### src/rtl/txAbortPkg.sv
package txAbortPkg;

  typedef enum logic {
    ST_IDLE   = 1'b0,
    ST_ACTIVE = 1'b1
  } txStateT;

  // strobes from control to datapath, all single-cycle
  typedef struct packed {
    logic startLatch;
    logic abortSet;
    logic lateSet;
    logic doneEvt;
    logic errEvt;
    logic okEvt;
  } txStrobeT;

endpackage

### src/rtl/txAbortCtrl.sv
module txAbortCtrl
  import txAbortPkg::*;
#(
  parameter int CLK_HZ     = 25_000_000,
  parameter int RETRY_W    = 4,
  parameter int BYTE_W     = 16,
  parameter int LATE_BYTES = 64
) (
  input  logic               clk,
  input  logic               rstN,
  input  logic               txStart,
  input  logic               hostCancel,
  input  logic               txEndOk,
  input  logic               collision,
  input  logic [BYTE_W-1:0]  bytesSent,
  input  logic               mediumBusy,
  input  logic               fullDuplex,
  input  logic [RETRY_W-1:0] retryMax,
  input  logic               deferForever,
  input  logic               oversizeQ,
  input  logic               abortStickyQ,
  output logic               txRequest,
  output txStrobeT           strb
);

  // deferral limit of 2.4287 ms expressed in clock cycles
  localparam longint DEFER_CYCLES = ((longint'(CLK_HZ) / 1000) * 24287) / 10000;
  localparam int     DEFER_W      = $clog2(DEFER_CYCLES + 1);
  localparam logic [DEFER_W-1:0] DEFER_LAST = DEFER_W'(DEFER_CYCLES - 1);

  txStateT            state;
  logic [RETRY_W-1:0] collCnt;
  logic [DEFER_W-1:0] deferCnt;

  logic active, halfDup;
  logic lateHit, excessHit, deferHit;
  logic abortNow, cancelNow, endNow;

  always_comb begin
    active    = (state == ST_ACTIVE);
    halfDup   = !fullDuplex;
    lateHit   = collision && halfDup && (bytesSent >= BYTE_W'(LATE_BYTES));
    excessHit = collision && halfDup && (collCnt == retryMax);
    deferHit  = mediumBusy && halfDup && !deferForever && (deferCnt == DEFER_LAST);
    abortNow  = active && (oversizeQ || lateHit || excessHit || deferHit);
    cancelNow = active && !abortNow && hostCancel;
    endNow    = active && !abortNow && !hostCancel && txEndOk;

    strb.startLatch = !active && txStart;
    strb.abortSet   = abortNow;
    strb.lateSet    = abortNow && lateHit;
    strb.errEvt     = abortNow;
    strb.doneEvt    = abortNow || cancelNow || endNow;
    strb.okEvt      = endNow && !abortStickyQ;
  end

  always_ff @(posedge clk) begin
    if (!rstN) begin
      state <= ST_IDLE;
    end else if (strb.startLatch) begin
      state <= ST_ACTIVE;
    end else if (strb.doneEvt) begin
      state <= ST_IDLE;
    end
  end

  always_ff @(posedge clk) begin
    if (!rstN || strb.startLatch) begin
      collCnt <= '0;
    end else if (active && collision && halfDup && !abortNow) begin
      collCnt <= collCnt + 1'b1;
    end
  end

  always_ff @(posedge clk) begin
    if (!rstN || strb.startLatch) begin
      deferCnt <= '0;
    end else if (active) begin
      if (!mediumBusy || !halfDup) begin
        deferCnt <= '0;
      end else if (deferCnt != DEFER_LAST) begin
        deferCnt <= deferCnt + 1'b1;
      end
    end
  end

  assign txRequest = active;


  start_raises_req_chk: assert property (@(posedge clk) disable iff (!rstN)
    strb.startLatch |=> txRequest);


  end_drops_req_chk: assert property (@(posedge clk) disable iff (!rstN)
    strb.doneEvt |=> !txRequest);


  full_duplex_only_oversize_chk: assert property (@(posedge clk) disable iff (!rstN)
    (strb.errEvt && fullDuplex) |-> oversizeQ);

endmodule

### src/rtl/txAbortDatapath.sv
module txAbortDatapath
  import txAbortPkg::*;
#(
  parameter int LEN_W  = 16,
  parameter int ADDR_W = 13
) (
  input  logic              clk,
  input  logic              rstN,
  input  txStrobeT          strb,
  input  logic [LEN_W-1:0]  frameLen,
  input  logic [LEN_W-1:0]  maxFrameLen,
  input  logic              hugeEnable,
  input  logic [ADDR_W-1:0] frameEnd,
  input  logic              clrAbort,
  input  logic              clrLateCol,
  output logic              oversizeQ,
  output logic              abortSticky,
  output logic              lateColSticky,
  output logic [ADDR_W-1:0] statusAddr,
  output logic              txErrEvt,
  output logic              txDoneEvt,
  output logic              txOkEvt
);

  always_ff @(posedge clk) begin
    if (!rstN) begin
      oversizeQ  <= 1'b0;
      statusAddr <= '0;
    end else if (strb.startLatch) begin
      oversizeQ  <= (frameLen > maxFrameLen) && !hugeEnable;
      statusAddr <= frameEnd + 1'b1;
    end
  end

  always_ff @(posedge clk) begin
    if (!rstN) begin
      abortSticky <= 1'b0;
    end else if (strb.abortSet) begin
      abortSticky <= 1'b1;
    end else if (clrAbort) begin
      abortSticky <= 1'b0;
    end
  end

  always_ff @(posedge clk) begin
    if (!rstN) begin
      lateColSticky <= 1'b0;
    end else if (strb.lateSet) begin
      lateColSticky <= 1'b1;
    end else if (clrLateCol) begin
      lateColSticky <= 1'b0;
    end
  end

  always_ff @(posedge clk) begin
    if (!rstN) begin
      txErrEvt  <= 1'b0;
      txDoneEvt <= 1'b0;
      txOkEvt   <= 1'b0;
    end else begin
      txErrEvt  <= strb.errEvt;
      txDoneEvt <= strb.doneEvt;
      txOkEvt   <= strb.okEvt;
    end
  end


  err_implies_done_chk: assert property (@(posedge clk) disable iff (!rstN)
    txErrEvt |-> txDoneEvt);


  ok_excludes_err_chk: assert property (@(posedge clk) disable iff (!rstN)
    txOkEvt |-> !txErrEvt);


  late_with_abort_chk: assert property (@(posedge clk) disable iff (!rstN)
    $rose(lateColSticky) |-> (abortSticky && txErrEvt));

endmodule

### src/rtl/txAbortTracker.sv
module txAbortTracker
  import txAbortPkg::*;
#(
  parameter int CLK_HZ  = 25_000_000,
  parameter int RETRY_W = 4,
  parameter int BYTE_W  = 16,
  parameter int LEN_W   = 16,
  parameter int ADDR_W  = 13
) (
  input  logic               clk,
  input  logic               rstN,
  input  logic               txStart,
  input  logic               hostCancel,
  input  logic               txEndOk,
  input  logic               collision,
  input  logic [BYTE_W-1:0]  bytesSent,
  input  logic               mediumBusy,
  input  logic               fullDuplex,
  input  logic [RETRY_W-1:0] retryMax,
  input  logic               deferForever,
  input  logic               hugeEnable,
  input  logic [LEN_W-1:0]   maxFrameLen,
  input  logic [LEN_W-1:0]   frameLen,
  input  logic [ADDR_W-1:0]  frameEnd,
  input  logic               clrAbort,
  input  logic               clrLateCol,
  output logic               txRequest,
  output logic               abortSticky,
  output logic               lateColSticky,
  output logic               txErrEvt,
  output logic               txDoneEvt,
  output logic               txOkEvt,
  output logic [ADDR_W-1:0]  statusAddr
);

  txStrobeT strb;
  logic     oversizeQ;

  txAbortCtrl #(
    .CLK_HZ (CLK_HZ),
    .RETRY_W(RETRY_W),
    .BYTE_W (BYTE_W)
  ) ctrl_i (
    .clk         (clk),
    .rstN        (rstN),
    .txStart     (txStart),
    .hostCancel  (hostCancel),
    .txEndOk     (txEndOk),
    .collision   (collision),
    .bytesSent   (bytesSent),
    .mediumBusy  (mediumBusy),
    .fullDuplex  (fullDuplex),
    .retryMax    (retryMax),
    .deferForever(deferForever),
    .oversizeQ   (oversizeQ),
    .abortStickyQ(abortSticky),
    .txRequest   (txRequest),
    .strb        (strb)
  );

  txAbortDatapath #(
    .LEN_W (LEN_W),
    .ADDR_W(ADDR_W)
  ) dp_i (
    .clk          (clk),
    .rstN         (rstN),
    .strb         (strb),
    .frameLen     (frameLen),
    .maxFrameLen  (maxFrameLen),
    .hugeEnable   (hugeEnable),
    .frameEnd     (frameEnd),
    .clrAbort     (clrAbort),
    .clrLateCol   (clrLateCol),
    .oversizeQ    (oversizeQ),
    .abortSticky  (abortSticky),
    .lateColSticky(lateColSticky),
    .statusAddr   (statusAddr),
    .txErrEvt     (txErrEvt),
    .txDoneEvt    (txDoneEvt),
    .txOkEvt      (txOkEvt)
  );

endmodule

### config.mk
export PLATFORM = sky130hd
export DESIGN_NAME = txAbortTracker
export DESIGN_NICKNAME = d
export VERILOG_FILES = /design/src/rtl/txAbortPkg.sv /design/src/rtl/txAbortCtrl.sv /design/src/rtl/txAbortDatapath.sv /design/src/rtl/txAbortTracker.sv
export SDC_FILE = /design/constraint.sdc
export NUM_CORES = 1
export LEC_CHECK = 0
export ABC_AREA = 0
export CAP_MARGIN = 20
export CORE_MARGIN = 2
export CORE_UTILIZATION = 45
export CTS_BUF_LIST = sky130_fd_sc_hd__clkbuf_4 sky130_fd_sc_hd__clkbuf_8
export CTS_CLUSTER_SIZE = 30
export DETAILED_ROUTE_END_ITERATION = 10
export PLACE_DENSITY = 0.87
export SKIP_LAST_GASP = 1
export SLEW_MARGIN = 20
export SYNTH_ARGS = -nofsm -noshare
export SYNTH_HDL_FRONTEND = slang
export SYNTH_SLANG_ARGS = --single-unit
### constraint.sdc
create_clock -name clk -period 2 [get_ports clk]
set_input_delay 0.2 -clock clk [delete_from_list [all_inputs] [get_ports clk]]
set_output_delay 0.2 -clock clk [all_outputs]
set_load 0.1 [all_outputs]
# ---- After elaboration in Yosys (flattened, before gate mapping)
# Index checks and enable logic that the tools add are counted.
dict set report word_totals {
  regBits 40
  elab_cells 65
  inputBits 77
  out_inout_bits 19
}
dict set report op_classes {
  n_eq_ne 3
  muxes 8
  magnitude_cmp 2
  n_reduce_logical 39
  addsub 3
}
# cell n
set op_table {}
lappend op_table {{$mux W16} 2}
lappend op_table {{$logic_and A1 B1 Y1} 18}
lappend op_table {{$add A16 B1 Y16 const B} 1}
lappend op_table {{$eq A16 B16 Y1 const B} 1}
lappend op_table {{$ge A16 B7 Y1 const B} 1}
lappend op_table {{$gt A16 B16 Y1} 1}
lappend op_table {{$ne A16 B16 Y1 const B} 1}
lappend op_table {{$add A13 B1 Y13 const B} 1}
lappend op_table {{$logic_not A1 Y1} 9}
lappend op_table {{$reduce_bool A2 Y1} 4}
lappend op_table {{$logic_or A1 B1 Y1} 7}
lappend op_table {{$mux W1} 6}
lappend op_table {{$add A4 B1 Y4 const B} 1}
lappend op_table {{$eq A4 B4 Y1} 1}
lappend op_table {{$reduce_and A2 Y1} 1}

# ---- Longest topological paths before layout
dict set report logic_depth {
  ltp_word 14
  mapped_depth 7
  depth_no_buf 7
}

# ---- Modules after synthesis
# From an unflattened synthesis, not the netlist that was laid out.
dict set report hier_totals {
  cells_unflattened 293
  area_unflattened_um2 2453.6
}
# module seq_area_each_um2 instances cells_per_inst area_per_inst_um2
set by_module_without_submodules {}
lappend by_module_without_submodules {txAbortDatapath 380.4 1 151 1237.4}
lappend by_module_without_submodules {txAbortCtrl 420.4 1 142 1216.2}

# ---- Least setup slack after synthesis
# Ideal clock, no wire load.
dict set report synth_timing {
  path_type {register -> register}
  from {register ctrl_i.state (netlist: ctrl_i.txRequest)}
  to {register ctrl_i.collCnt[3]}
  period_less_slack_ns 2.321
  t_arrival_ns 2.198
  required_ns 1.877
  setup_ns 0.123
  stages_incl_launch_ff 7
  slack_ns -0.321
  n_path_buf 1
  cell_sequence {dfxtp_1 clkinv_1 nor2_1 and3_1 clkbuf_1 nand3_1 mux2_1}
}
dict set report synth_via {
  elab_chain_cells 3
  elab_cells_between_ends 8
  classes_between {reduce/logical (8)}
}
# element line_no
set synth_lines {}
lappend synth_lines {{start, declared} txAbortCtrl.sv:31} ;# txStateT state;
lappend synth_lines {{start signal, assigned} txAbortCtrl.sv:59} ;# state <= ST_IDLE;
lappend synth_lines {{start signal, assigned} txAbortCtrl.sv:61} ;# state <= ST_ACTIVE;
lappend synth_lines {{start signal, assigned} txAbortCtrl.sv:63} ;# state <= ST_IDLE;
lappend synth_lines {{$logic_and A1 B1 Y1 (tied with other cells) (2 in series)} txAbortCtrl.sv:70} ;# end else if (active && collision && halfDup && !abortNow) begin
lappend synth_lines {{$logic_and A1 B1 Y1 or $logic_or A1 B1 Y1 (tied branches)} {txAbortCtrl.sv:70, txAbortCtrl.sv:68}}
lappend synth_lines {{end signal, assigned} txAbortCtrl.sv:71} ;# collCnt <= collCnt + 1'b1;
lappend synth_lines {{end, declared} txAbortCtrl.sv:32} ;# logic [RETRY_W-1:0] collCnt;
# Parallel ways exist; a longest one is shown, timed or not.
# A chain may end at the register's enable or synchronous reset.

# ---- Worst setup path in the final report
dict set report layout_timing {
  from {input port maxFrameLen[13]}
  to {register dp_i.oversizeQ}
}
dict set report layout_via {
  elab_chain_cells 2
}
# element line_no
set layout_lines {}
lappend layout_lines {{start, declared} txAbortTracker.sv:22} ;# input logic [LEN_W-1:0] maxFrameLen,
lappend layout_lines {{$gt A16 B16 Y1} txAbortDatapath.sv:30} ;# oversizeQ <= (frameLen > maxFrameLen) && !hugeEnable;
lappend layout_lines {{$logic_and A1 B1 Y1} txAbortDatapath.sv:30}
lappend layout_lines {{end signal, assigned} txAbortDatapath.sv:30}
lappend layout_lines {{end, declared} txAbortDatapath.sv:16} ;# output logic oversizeQ,
# Every way passes these cells.

==> impl_metrics.yaml <==
floorplan:
  num_rows: 26
  die_area_sq_um: 5840
  ios: 96
  core_area_sq_um: 5070
  die_x_um: 76.4
  fp.dieH_um: 76.4
  start_util: 0.465
route:
  dr.pass1.iters: 4
  vias: 2387
  drt-wirelength-per-cell_um: 12.7
  via_per_inst: 5.14
  post-route-drc-count: 0
  postRouteAntennaNets: 0
  drt_iter0_markers: 112
  routed_wl_um: 5870
logic_synthesis:
  synth_warnings: 0
  ys_ff_latch: 40
  synth_cells: 289
  ys.flop_type: "dfxtp_1"
  synth_area_per_cell_sq_um: 8.16
  syn-cell-area_sq_um: 2360
  syn-num-nets: 386
  netlist-cell-type-count: 43
  synth_edf_count: 0
  synthArstFlopShare: 0
  yosysSeqAreaShare: 0.340
final_layout:
  diodes: 0
  drive_gt1_frac: 0.135
  fillers: 410
  nNetsFinal: 490
  syn2layout_area_growth_pct: 48.6
  fin_area_sq_um: 3510
worst_setup_path:
  max_stage_delay_ns: 0.46
  critPathKind: "in2reg"
  cp_cell_sequence: "clkdlybuf4s50_1 -> inv_1 -> ha_1 -> nand4_1 -> nor4_1 -> or4_1 -> or3_1 -> o221ai_1"
  required_ns: 2.22
  end_kind: "flip-flop"
  cp_max_fo: 3
  cp-start-kind: "primary input"
  crit_slowest_cell: "clkdlybuf4s50_1"
  cp_data_arrival_time_ns: 2.11
  cp.buffers_inverters: 2
  critPathTopFamily: "simple AND/OR/NAND/NOR gates"
placement:
  port_buffers: 89
  hpwl_um: 4740
  place_area_sq_um: 3390
  pre_cts_slack_ns: -0.198
  gp_congestion: 0.813
clock_network:
  cts_buffer_depth: 2
  ctsHoldBuffers: 0
  cts_resized: 0
  clkLatencyLatePin_ns: 0.30
  cts_root_buf: "clkbuf_8"
  cts_sinks: 40
  cts_max_level: 2
  post_cts_buffers: 0
  cts_tree: "built"
  clkSlewWorstSetupHoldPaths_ns: 0.08
  cts_buffers: 5
hold_path:
  hp-class: "reg2reg"
grt:
  grt_pass1_wl_um: 10300
  grt_max_degree: 27
  overflow: 0
  track_usage: 0.214
  antenna_found_initial: 0
  grt_pass1_vias: 2407
timing:
  timing.final.crit_share: 0.944
  rsz0062_at_grt: "no"
  worst_slack_ns: 0.111
  slew_headroom: 0.663
  period_needed_ns: 1.89
  worst_pin_slew_ns: 0.505
  tns_ns: 0
  finalSetupViolCount: 0
  fmax_ghz: 0.529
  skew_ns: 0.00184
  slew_viol_final: 0
  finalHoldViolCount: 0
power_and_ir_drop:
  pwr-share-clk: 0.324
  p_leak_uw: 0.00145
  seq_power_share: 0.397
  pwr_density_cell_nw_per_um2: 604
  p_sw_frac: 0.316
  power_frac_comb: 0.279
  worst_ir_drop_vdd_mv: 0.400
  p_total_uw: 2120
  p_sw_uw: 669
  intPower_uw: 1450
job:
  max_cap_violations: 0
status:
  status: "finished clean"
==> tightest hold or removal path: stages, from the launching register on <==
cell,delay [ns]
dfxtp_1,0.31
nand2_1,0.05
a21oi_1,0.05
==> power by group through the flow <==
stage,Clock (uW),Combinational (uW),Sequential [uW]
after floorplan,0,153,1040
after global routing,728,634,846
after global placement,0,579,860
final,687,590,842
after CTS,697,593,842
after detailed placement,0,591,860
==> layout make-up <==
class | instances | area [sq um] | area share
clock buffers | 5 | 68.8 | 0.0196
multi-input cells | 218 | 1450 | 0.413
flip-flops and latches | 40 | 802 | 0.229
clock inverters | 3 | 46.3 | 0.0132
repair buffers | 106 | 971 | 0.277
inverters | 22 | 82.6 | 0.0236
well taps | 70 | 87.6 | 0.0250
==> layout by cell type, fill, tap and decap left out, types with 2 or more instances in the layout <==
| cell type | instances |
|---|---|
| o21ai_1 | 2 |
| nor4_1 | 4 |
| clkdlybuf4s50_1 | 70 |
| inv_1 | 20 |
| a21oi_1 | 16 |
| xnor2_1 | 15 |
| o21ai_0 | 3 |
| nand2_1 | 25 |
| nor2_1 | 37 |
| ha_1 | 20 |
| buf_4 | 36 |
| or3_1 | 4 |
| dfxtp_1 | 39 |
| xor2_1 | 11 |
| mux2i_1 | 2 |
| nor3_1 | 7 |
| a211oi_1 | 13 |
| clkbuf_8 | 5 |
| nand4_1 | 9 |
| nand2b_1 | 3 |
| or4_1 | 2 |
| nor2b_1 | 3 |
| and3_1 | 7 |
| nand3_1 | 14 |
| a21o_1 | 2 |
==> state kept, by name (all words and copies together) (netlist names) <==
signal              flops
ctrl_i.collCnt          4
ctrl_i.deferCnt        16
ctrl_i.txRequest        1
dp_i.abortSticky        1
dp_i.lateColSticky      1
dp_i.oversizeQ          1
dp_i.statusAddr        13
dp_i.txDoneEvt          1
dp_i.txErrEvt           1
dp_i.txOkEvt            1
==> through the flow <==
stage	utilization	hold slack (ns)	cells
global route	0.691	0.494	464
finish	0.691	0.461	464
floorplan	-	0.293	289
global placement	0.667	0.445	456
CTS	0.690	0.467	464
detailed placement	0.667	0.456	456
==> layer usage <==
metal / vias to the layer above / part of all wire / wire length (um) / global-route usage
met3: 8 / 0.085 / 497 / 0.0770
met1: 1091 / 0.42 / 2440 / 0.241
met5: - / 0 / 0 / 0
li1: 1219 / - / - / -
met4: 0 / 0.012 / 68 / 0.0582
met2: 69 / 0.49 / 2870 / 0.380
==> synthesized netlist by cell type (2+ instances only) <==
| library cell | count | area (sq um) |
|---|---|---|
| nor2b_1 | 4 | 25.0 |
| or3_1 | 4 | 25.0 |
| nor3_1 | 8 | 40.0 |
| mux2i_1 | 2 | 20.0 |
| nand4_1 | 9 | 56.3 |
| xnor2_1 | 15 | 131 |
| nand2_1 | 25 | 93.8 |
| and3_1 | 7 | 43.8 |
| dfxtp_1 | 40 | 801 |
| o21ai_1 | 2 | 10.0 |
| nand3_1 | 14 | 70.1 |
| a211oi_1 | 13 | 97.6 |
| a21oi_1 | 16 | 80.1 |
| xor2_1 | 11 | 96.3 |
| nor4_1 | 4 | 25.0 |
| nor2_1 | 37 | 139 |
| nand2b_1 | 3 | 18.8 |
| o21ai_0 | 3 | 15.0 |
| inv_1 | 20 | 75.1 |
| or4_1 | 2 | 15.0 |
| ha_1 | 20 | 250 |
| clkbuf_1 | 8 | 30.0 |
| a21o_1 | 2 | 15.0 |
==> cell families after synthesis <==
group,share of synthesized area
AO/OA/AOI/OAI,0.124
XOR/XNOR,0.0966
adder cells (fa/ha/maj),0.106
buffers and inverters,0.0499
flip-flops,0.340
multiplexers,0.0133
AND/OR/NAND/NOR,0.271
==> worst paths after layout <==
kind / start / to / slack (ns) / cells after the start
setup / recovery: maxFrameLen[13] / dp_i.oversizeQ / 0.11 / 8
hold reg to reg: dp_i.statusAddr[1] / dp_i.statusAddr[1] / 0.46 / 2
hold / removal: dp_i.statusAddr[1] / dp_i.statusAddr[1] / 0.46 / 2
setup reg to reg: ctrl_i.deferCnt[0] / ctrl_i.deferCnt[3] / 0.17 / 7
No activity file was read; power rests on OpenSTA's default activity.
